===== config.mk =====
export PLATFORM = sky130hd
export DESIGN_NAME = scl_sync_gen
export DESIGN_NICKNAME = d
export VERILOG_FILES = /design/src/rtl/scl_gen_pkg.sv /design/src/rtl/scl_line_sync.sv /design/src/rtl/scl_period_cnt.sv /design/src/rtl/scl_phase_fsm.sv /design/src/rtl/scl_sync_gen.sv
export SDC_FILE = /design/constraint.sdc
export NUM_CORES = 1
export LEC_CHECK = 0
export ABC_AREA = 1
export CAP_MARGIN = 10
export CORE_MARGIN = 2
export CORE_UTILIZATION = 45
export DETAILED_ROUTE_END_ITERATION = 12
export PLACE_DENSITY = 0.79
export SLEW_MARGIN = 20
export SYNTH_ARGS = -nofsm -noshare
export SYNTH_HDL_FRONTEND = slang
export SYNTH_SLANG_ARGS = --single-unit

===== constraint.sdc =====
create_clock -name clk -period 2.2 [get_ports clk]
set_clock_uncertainty 0.15 [all_clocks]
set_input_delay 0.22 -clock clk [delete_from_list [all_inputs] [get_ports clk]]
set_output_delay 0.22 -clock clk [all_outputs]
set_load 0.005 [all_outputs]

===== src/rtl/scl_gen_pkg.sv =====
package scl_gen_pkg;

    // Phases of the clock generator
    typedef enum logic [2:0] {
        PH_OFF,    // disabled, line released
        PH_PULL,   // pulling low, waiting to see the line low
        PH_LOW,    // pulling low, counting LOW period
        PH_HWAIT,  // released, waiting to see the line high
        PH_HIGH    // released, counting HIGH period
    } phase_e;

endpackage


===== src/rtl/scl_line_sync.sv =====
module scl_line_sync #(
    parameter int STAGES = 2
) (
    input  logic clk,
    input  logic rst_n,
    input  logic line_i,
    output logic level_o,
    output logic rise_o,
    output logic fall_o
);

    typedef struct packed {
        logic [STAGES-1:0] chain;
        logic              prev;
    } sync_t;

    sync_t reg_d, reg_q;

    always_comb begin
        reg_d          = reg_q;
        reg_d.chain[0] = line_i;
        for (int i = 1; i < STAGES; i++) begin
            reg_d.chain[i] = reg_q.chain[i-1];
        end
        reg_d.prev = reg_q.chain[STAGES-1];
    end

    always_ff @(posedge clk or negedge rst_n) begin
        if (!rst_n) begin
            reg_q <= '1;
        end else begin
            reg_q <= reg_d;
        end
    end

    assign level_o = reg_q.chain[STAGES-1];
    assign rise_o  = reg_q.chain[STAGES-1] & ~reg_q.prev;
    assign fall_o  = ~reg_q.chain[STAGES-1] & reg_q.prev;

endmodule


===== src/rtl/scl_period_cnt.sv =====
module scl_period_cnt #(
    parameter int W = 16
) (
    input  logic         clk,
    input  logic         rst_n,
    input  logic         load_i,
    input  logic [W-1:0] val_i,
    output logic         done_o
);

    logic [W-1:0] cnt_d, cnt_q;

    always_comb begin
        if (load_i) begin
            cnt_d = val_i;
        end else if (cnt_q != '0) begin
            cnt_d = cnt_q - 1'b1;
        end else begin
            cnt_d = cnt_q;
        end
    end

    always_ff @(posedge clk or negedge rst_n) begin
        if (!rst_n) begin
            cnt_q <= '0;
        end else begin
            cnt_q <= cnt_d;
        end
    end

    // one cycle left (or zero loaded): period ends at the next edge
    assign done_o = (cnt_q <= W'(1));

endmodule


===== src/rtl/scl_phase_fsm.sv =====
module scl_phase_fsm
    import scl_gen_pkg::*;
#(
    parameter int W = 16
) (
    input  logic         clk,
    input  logic         rst_n,
    input  logic         en_i,
    input  logic         level_i,
    input  logic         fall_i,
    input  logic         done_i,
    input  logic [W-1:0] low_i,
    input  logic [W-1:0] high_i,
    output logic         load_o,
    output logic [W-1:0] load_val_o,
    output logic         drive_o,
    output logic         active_o
);

    typedef struct packed {
        phase_e phase;
    } fsm_t;

    fsm_t st_d, st_q;

    always_comb begin
        st_d       = st_q;
        load_o     = 1'b0;
        load_val_o = low_i;
        if (!en_i) begin
            st_d.phase = PH_OFF;
        end else begin
            unique case (st_q.phase)
                PH_OFF: begin
                    st_d.phase = PH_PULL;
                end
                PH_PULL: begin
                    if (!level_i) begin
                        st_d.phase = PH_LOW;
                        load_o     = 1'b1;
                    end
                end
                PH_LOW: begin
                    if (done_i) begin
                        st_d.phase = PH_HWAIT;
                    end
                end
                PH_HWAIT: begin
                    if (level_i) begin
                        st_d.phase = PH_HIGH;
                        load_o     = 1'b1;
                        load_val_o = high_i;
                    end
                end
                PH_HIGH: begin
                    if (fall_i) begin
                        // another device ended the HIGH time first
                        st_d.phase = PH_LOW;
                        load_o     = 1'b1;
                    end else if (done_i) begin
                        st_d.phase = PH_PULL;
                    end
                end
                default: st_d.phase = PH_OFF;
            endcase
        end
    end

    always_ff @(posedge clk or negedge rst_n) begin
        if (!rst_n) begin
            st_q.phase <= PH_OFF;
        end else begin
            st_q <= st_d;
        end
    end

    assign drive_o  = (st_q.phase == PH_PULL) || (st_q.phase == PH_LOW);
    assign active_o = (st_q.phase != PH_OFF);

endmodule


===== src/rtl/scl_sync_gen.sv =====
module scl_sync_gen #(
    parameter int CNT_W       = 16,
    parameter int SYNC_STAGES = 2
) (
    input  logic             clk,
    input  logic             rst_n,
    input  logic             en,
    input  logic [CNT_W-1:0] low_cnt,
    input  logic [CNT_W-1:0] high_cnt,
    input  logic             scl_in,
    output logic             scl_drive_low,
    output logic             rise_stb,
    output logic             fall_stb
);

    logic             lvl, rise_e, fall_e;
    logic             cnt_done, cnt_load;
    logic [CNT_W-1:0] cnt_val;
    logic             drive_req, active;

    scl_line_sync #(.STAGES(SYNC_STAGES)) u_sync (
        .clk     (clk),
        .rst_n   (rst_n),
        .line_i  (scl_in),
        .level_o (lvl),
        .rise_o  (rise_e),
        .fall_o  (fall_e)
    );

    scl_period_cnt #(.W(CNT_W)) u_cnt (
        .clk    (clk),
        .rst_n  (rst_n),
        .load_i (cnt_load),
        .val_i  (cnt_val),
        .done_o (cnt_done)
    );

    scl_phase_fsm #(.W(CNT_W)) u_fsm (
        .clk        (clk),
        .rst_n      (rst_n),
        .en_i       (en),
        .level_i    (lvl),
        .fall_i     (fall_e),
        .done_i     (cnt_done),
        .low_i      (low_cnt),
        .high_i     (high_cnt),
        .load_o     (cnt_load),
        .load_val_o (cnt_val),
        .drive_o    (drive_req),
        .active_o   (active)
    );

    assign scl_drive_low = en & drive_req;
    assign rise_stb      = en & active & rise_e;
    assign fall_stb      = en & active & fall_e;

endmodule


Word-level counts from Yosys, hierarchy flattened
Cells that the tools add are included.

storage, ports and cells
  bits of input ports = 36
  output and inout bits = 3
  bits in registers = 22
  logic and storage cells = 45

cells by class
  reductions and logical operators = 6
  muxes and demuxes = 17
  bitwise logic cells = 8
  equality and inequality tests = 8
  add/subtract/negate cells = 1
  magnitude comparators = 1

operators by type and width
  cell                     number
  $mux W16                 5
  $mux W3                  6
  $le A16 B1 Y1 const B    1
  $reduce_bool A16 Y1      1
  $sub A16 B1 Y16 const B  1
  $pmux W3 S5              1
  $ne A3 B3 Y1 const B     3
  $and A1 B1 Y1            6
  $eq A3 B2 Y1 const B     2
  $mux W1                  4
  $ne A4 B4 Y1 const B     1
  $reduce_and A4 Y1        1
  $eq A3 B1 Y1 const B     1
  $eq A3 B3 Y1 const B     1
  $logic_not A3 Y1         1
  $pmux W1 S3              1
  $reduce_bool A3 Y1       1
  $not A1 Y1               2
  $reduce_bool A2 Y1       1
  $logic_or A1 B1 Y1       1

Longest topological paths before layout
  word-level depth = 6
  depth in mapped cells = 9
  gate-level depth less buffers = 9

Hierarchy
A second synthesis with hierarchy kept.

unflattened totals
  cells, all modules = 295
  area, all modules = 1821.7 µm²

by module, submodules not included
  module          instances  area each (µm²)  cells an instance
  scl_period_cnt  1          1231.2           192
  scl_phase_fsm   1          470.5            89
  scl_line_sync   1          93.8             7
  scl_sync_gen    1          26.3             7

Least setup slack after synthesis
OpenSTA, ideal clock, no wires.

  kind = register to register
  from = register u_sync.reg_q[2], in the netlist u_sync.level_o
  to = register u_cnt.cnt_q[5]
  cell stages (with the launch flop) = 7
  library setup time = 0.077 ns
  buffers on the path = 2
  path slack = 0.609 ns
  clock period less this slack = 1.591 ns
  arrival = 1.363 ns
  cell sequence = dfstp_2 -> buf_2 -> clkbuf_1 -> nand3_1 -> nand2_1 -> nand3_1 -> a21oi_1

on the way
  longest elaborated chain between the ends = 6
  elaborated cells between the ends (all ways) = 12

ends and longest elaborated chain
  element                                         RTL line              source
  from (decl)                                     scl_line_sync.sv:17   sync_t reg_d, reg_q;
  from (signal assigned)                          scl_line_sync.sv:32   reg_q <= reg_d;
  $not A1 Y1                                      scl_line_sync.sv:38   assign fall_o = ~reg_q.chain[STAGES-1] & reg_q.prev;
  $and A1 B1 Y1                                   scl_line_sync.sv:38
  $mux W1                                         scl_phase_fsm.sv:56   if (fall_i) begin
  $pmux W1 S3                                     scl_phase_fsm.sv:33   unique case (st_q.phase)
  $mux W1                                         scl_phase_fsm.sv:30   if (!en_i) begin
  $mux W16 or $reduce_bool A2 Y1 (tied branches)  --
  to (signal assigned)                            scl_period_cnt.sv:27  cnt_q <= cnt_d;
  to (decl)                                       scl_period_cnt.sv:11  logic [W-1:0] cnt_d, cnt_q;

Parallel ways exist; a longest one is shown, timed or not.
A chain may end at the register's enable or synchronous reset.

Worst setup path in the final report
  from = register u_fsm.st_q[2] (netlist bit)
  to = output scl_drive_low

on the way
  longest elaborated chain between the ends = 3
  elaborated cells between the ends (all ways) = 4

ends and longest elaborated chain
  element                                       RTL line             source
  from (decl)                                   scl_phase_fsm.sv:24  fsm_t st_d, st_q;
  from (signal assigned)                        scl_phase_fsm.sv:73  st_q <= st_d;
  $eq A3 B1 Y1 or $eq A3 B2 Y1 (tied branches)  scl_phase_fsm.sv:77  assign drive_o = (st_q.phase == PH_PULL) || (st_q.phase == PH_LOW);
  $logic_or A1 B1 Y1 *                          scl_phase_fsm.sv:77
  $and A1 B1 Y1 *                               scl_sync_gen.sv:53   assign scl_drive_low = en & drive_req;
  to (decl)                                     scl_sync_gen.sv:11   output logic scl_drive_low,

Every way passes the cells marked *; elsewhere a longest branch is shown, timed or not.

==> results_dict.tcl <==
set metrics [dict create \
    yosysTopAreaCell "dfrtp_1" \
    final_area_sq_um 2320 \
    grt_max_degree 23 \
    maxSlewHeadroom_pct 66.66 \
    maxCapViolCount 0 \
    synthesis.area_sq_um 1803 \
    clk_latency_ps 270 \
    ant_nets 0 \
    drive_above_1_share_pct 7.903 \
    fin_crit_ps 2088 \
    wl_mm 4.393 \
    diodes 0 \
    grt_pass1_vias 1775 \
    gp_congestion 0.9265 \
    fin_crit_sh_pct 94.90 \
    cp-end-kind "output pin" \
    leakage_nw 1.165 \
    cts_sinks 22 \
    dpl.cell_count 375 \
    yosysSeqAreaShare_pct 30.74 \
    cts.htree.levels 1 \
    syn_area_per_cell_sq_um 6.239 \
    num_rows 23 \
    synth_top_area_share_pct 26.37 \
    top_level_ports 39 \
    cts_root_buffer "clkbuf_8" \
    hold_viol_final 0 \
    slew_viol_final 0 \
    cts_tree "built" \
    cts_buffer_depth 2 \
    worst_pin_slew_ps 498.2 \
    drtPass1Iterations 5 \
    die_w_um 67.30 \
    io_buffers 38 \
    antenna_found_initial 0 \
    cts_buffers 3 \
    initial_core_util_pct 46.07 \
    status "complete, no violations" \
    die_h_um 67.30 \
    fmax_mhz 479.0 \
    core_area_sq_um 3914 \
    placed_area_sq_um 2247 \
    worstPathArrival_ps 1720 \
    nets 369 \
    ys_warn_count 0 \
    rsz0062_at_grt "no" \
    finalSetupTns_ps 0 \
    route.vias.total 1920 \
    viasPerCell 5.066 \
    fin_cells 379 \
    grt_util_all_layers_pct 22.06 \
    hold_class "in -> async" \
    synthTopCellsByArea "dfrtp_1 (26%), nand2_1 (22%), nand3_1 (12%)" \
    setup_viol 0 \
    overflow 0 \
    dp_hpwl_mm 3.499 \
    postSynthCellCount 289 \
    cp.required_ps 1830 \
    ir_drop_uv 412.8 \
    wl_per_cell_um 11.59 \
    yosys_register_bits 22 \
    crit_fanout 8 \
    worstSetupPathType "reg -> out" \
    clk_pin_slew_ps 80 \
    area_growth_syn_to_layout_pct 28.66 \
    syn_nets 328 \
    dieArea_sq_um 4529 \
    drtIter0Drc 128 \
    grt_pass1_wl_mm 7.610 \
    power_density_nw_per_um2 905.7 \
    cts_hold_buf 0 \
    drc 0 \
    critPathLaunchType "register" \
    ys_types 26 \
]
[layout by cell type, fill, tap and decap left out]
cell / n
nor2_4: 1
buf_4: 7
nand4_1: 10
dfrtp_1: 18
clkinv_2: 1
nor2_2: 2
nand2_1: 106
o21ai_0: 6
nand2_4: 2
xnor2_1: 1
dfrtp_2: 1
bufinv_16: 1
dfstp_2: 3
inv_1: 27
clkdlybuf4s50_1: 38
nand3b_1: 1
clkbuf_8: 3
nand3_1: 43
nand3_2: 1
a21oi_1: 7
ha_1: 3
nor2_8: 1
nand2_2: 1
nand3_4: 2
nor2_1: 38
nor3_1: 2
xor2_1: 3
[synth_stat cells (all sizes together)]
cell type,number
nor3,2
clkinv,1
xnor2,1
nand2,109
dfrtp,19
xor2,3
a21oi,7
inv,27
buf,7
nand3,46
nand4,10
ha,3
clkbuf,2
o21ai,6
dfstp,3
nor2,42
nand3b,1
[per-layer routing]
| metal | GRT usage (%) | vias to the layer above | routed length, um |
|---|---|---|---|
| met2 | 35.52 | 51 | 2045 |
| met3 | 2.333 | 6 | 161 |
| met5 | 0 | - | 0 |
| li1 | - | 1004 | - |
| met4 | 8.163 | 0 | 61 |
| met1 | 30.56 | 859 | 2124 |
[worst paths after layout]
check | startpoint | end | slack (ps) | cells after the start
setup / recovery | u_fsm.st_q[2] | scl_drive_low | 110 | 6
max in group asynchronous | rst_n | u_sync.reg_d[2] | 1470 | 2
hold reg to reg | u_sync.reg_d[2] | u_sync.level_o | 220 | 0
setup reg to reg | u_cnt.cnt_q[4] | u_cnt.cnt_q[9] | 360 | 8
min in group clk | scl_in | u_sync.reg_d[2] | 200 | 1
hold / removal | rst_n | u_cnt.cnt_q[0] | 150 | 2
[metrics by stage]
stage	setup WS [ps]	utilization [%]	hold slack (ps)	total power, mW
floorplan	609.3	-	-225.6	1.444
global placement	366.5	57.42	206.9	1.701
detailed placement	312.4	57.42	208.2	1.720
CTS	3.653	59.24	150.9	2.106
global route	2.525	59.27	169.5	2.311
finish	112.2	59.27	148.9	2.101
[cells by family after synthesis]
kind of cell	share of synthesized area, %
and+or+nand+nor	52.88
adders and majority gates	2.082
DFF	30.74
xor gates and xnor gates	1.943
AOI/OAI and AO/OA	3.608
buffers and inverters	8.744
[state kept, by name (all words and copies together) (netlist names)]
| name | count |
|---|---|
| u_cnt.cnt_q | 16 |
| u_sync.reg_q | 1 |
| u_sync.reg_d | 1 |
| u_sync.level_o | 1 |
| u_fsm.st_q | 3 |
[what timing repair did]
| action | CTS | global route |
|---|---|---|
| endpoints found under the setup margin | 0 | 2 |
| buffers inserted | 0 | 0 |
| gates resized for setup | 0 | 1 |
[critical path: stages, from the launching register on]
cell	delay, ps
dfrtp_2	490
inv_1	130
nand3_1	110
nand2_1	90
inv_1	50
nor2_1	80
clkdlybuf4s50_1	500
[area by class of cell]
class / count / area, sq um
Fill cell: 407 / 1594
Multi-Input combinational cell: 230 / 1091
Sequential cell: 22 / 555.5
Timing Repair Buffer: 45 / 432.9
Inverter: 28 / 106.4
Tap cell: 50 / 62.56
Clock buffer: 3 / 41.29
Clock inverter: 1 / 30.03
[power by group]
part	leakage [nW]	switching, mW	internal [mW]
sequential	0.264	0.168	0.570
combinational	0.865	0.591	0.397
clock	0.0357	0.132	0.243
(Power assumes the default switching activity.)
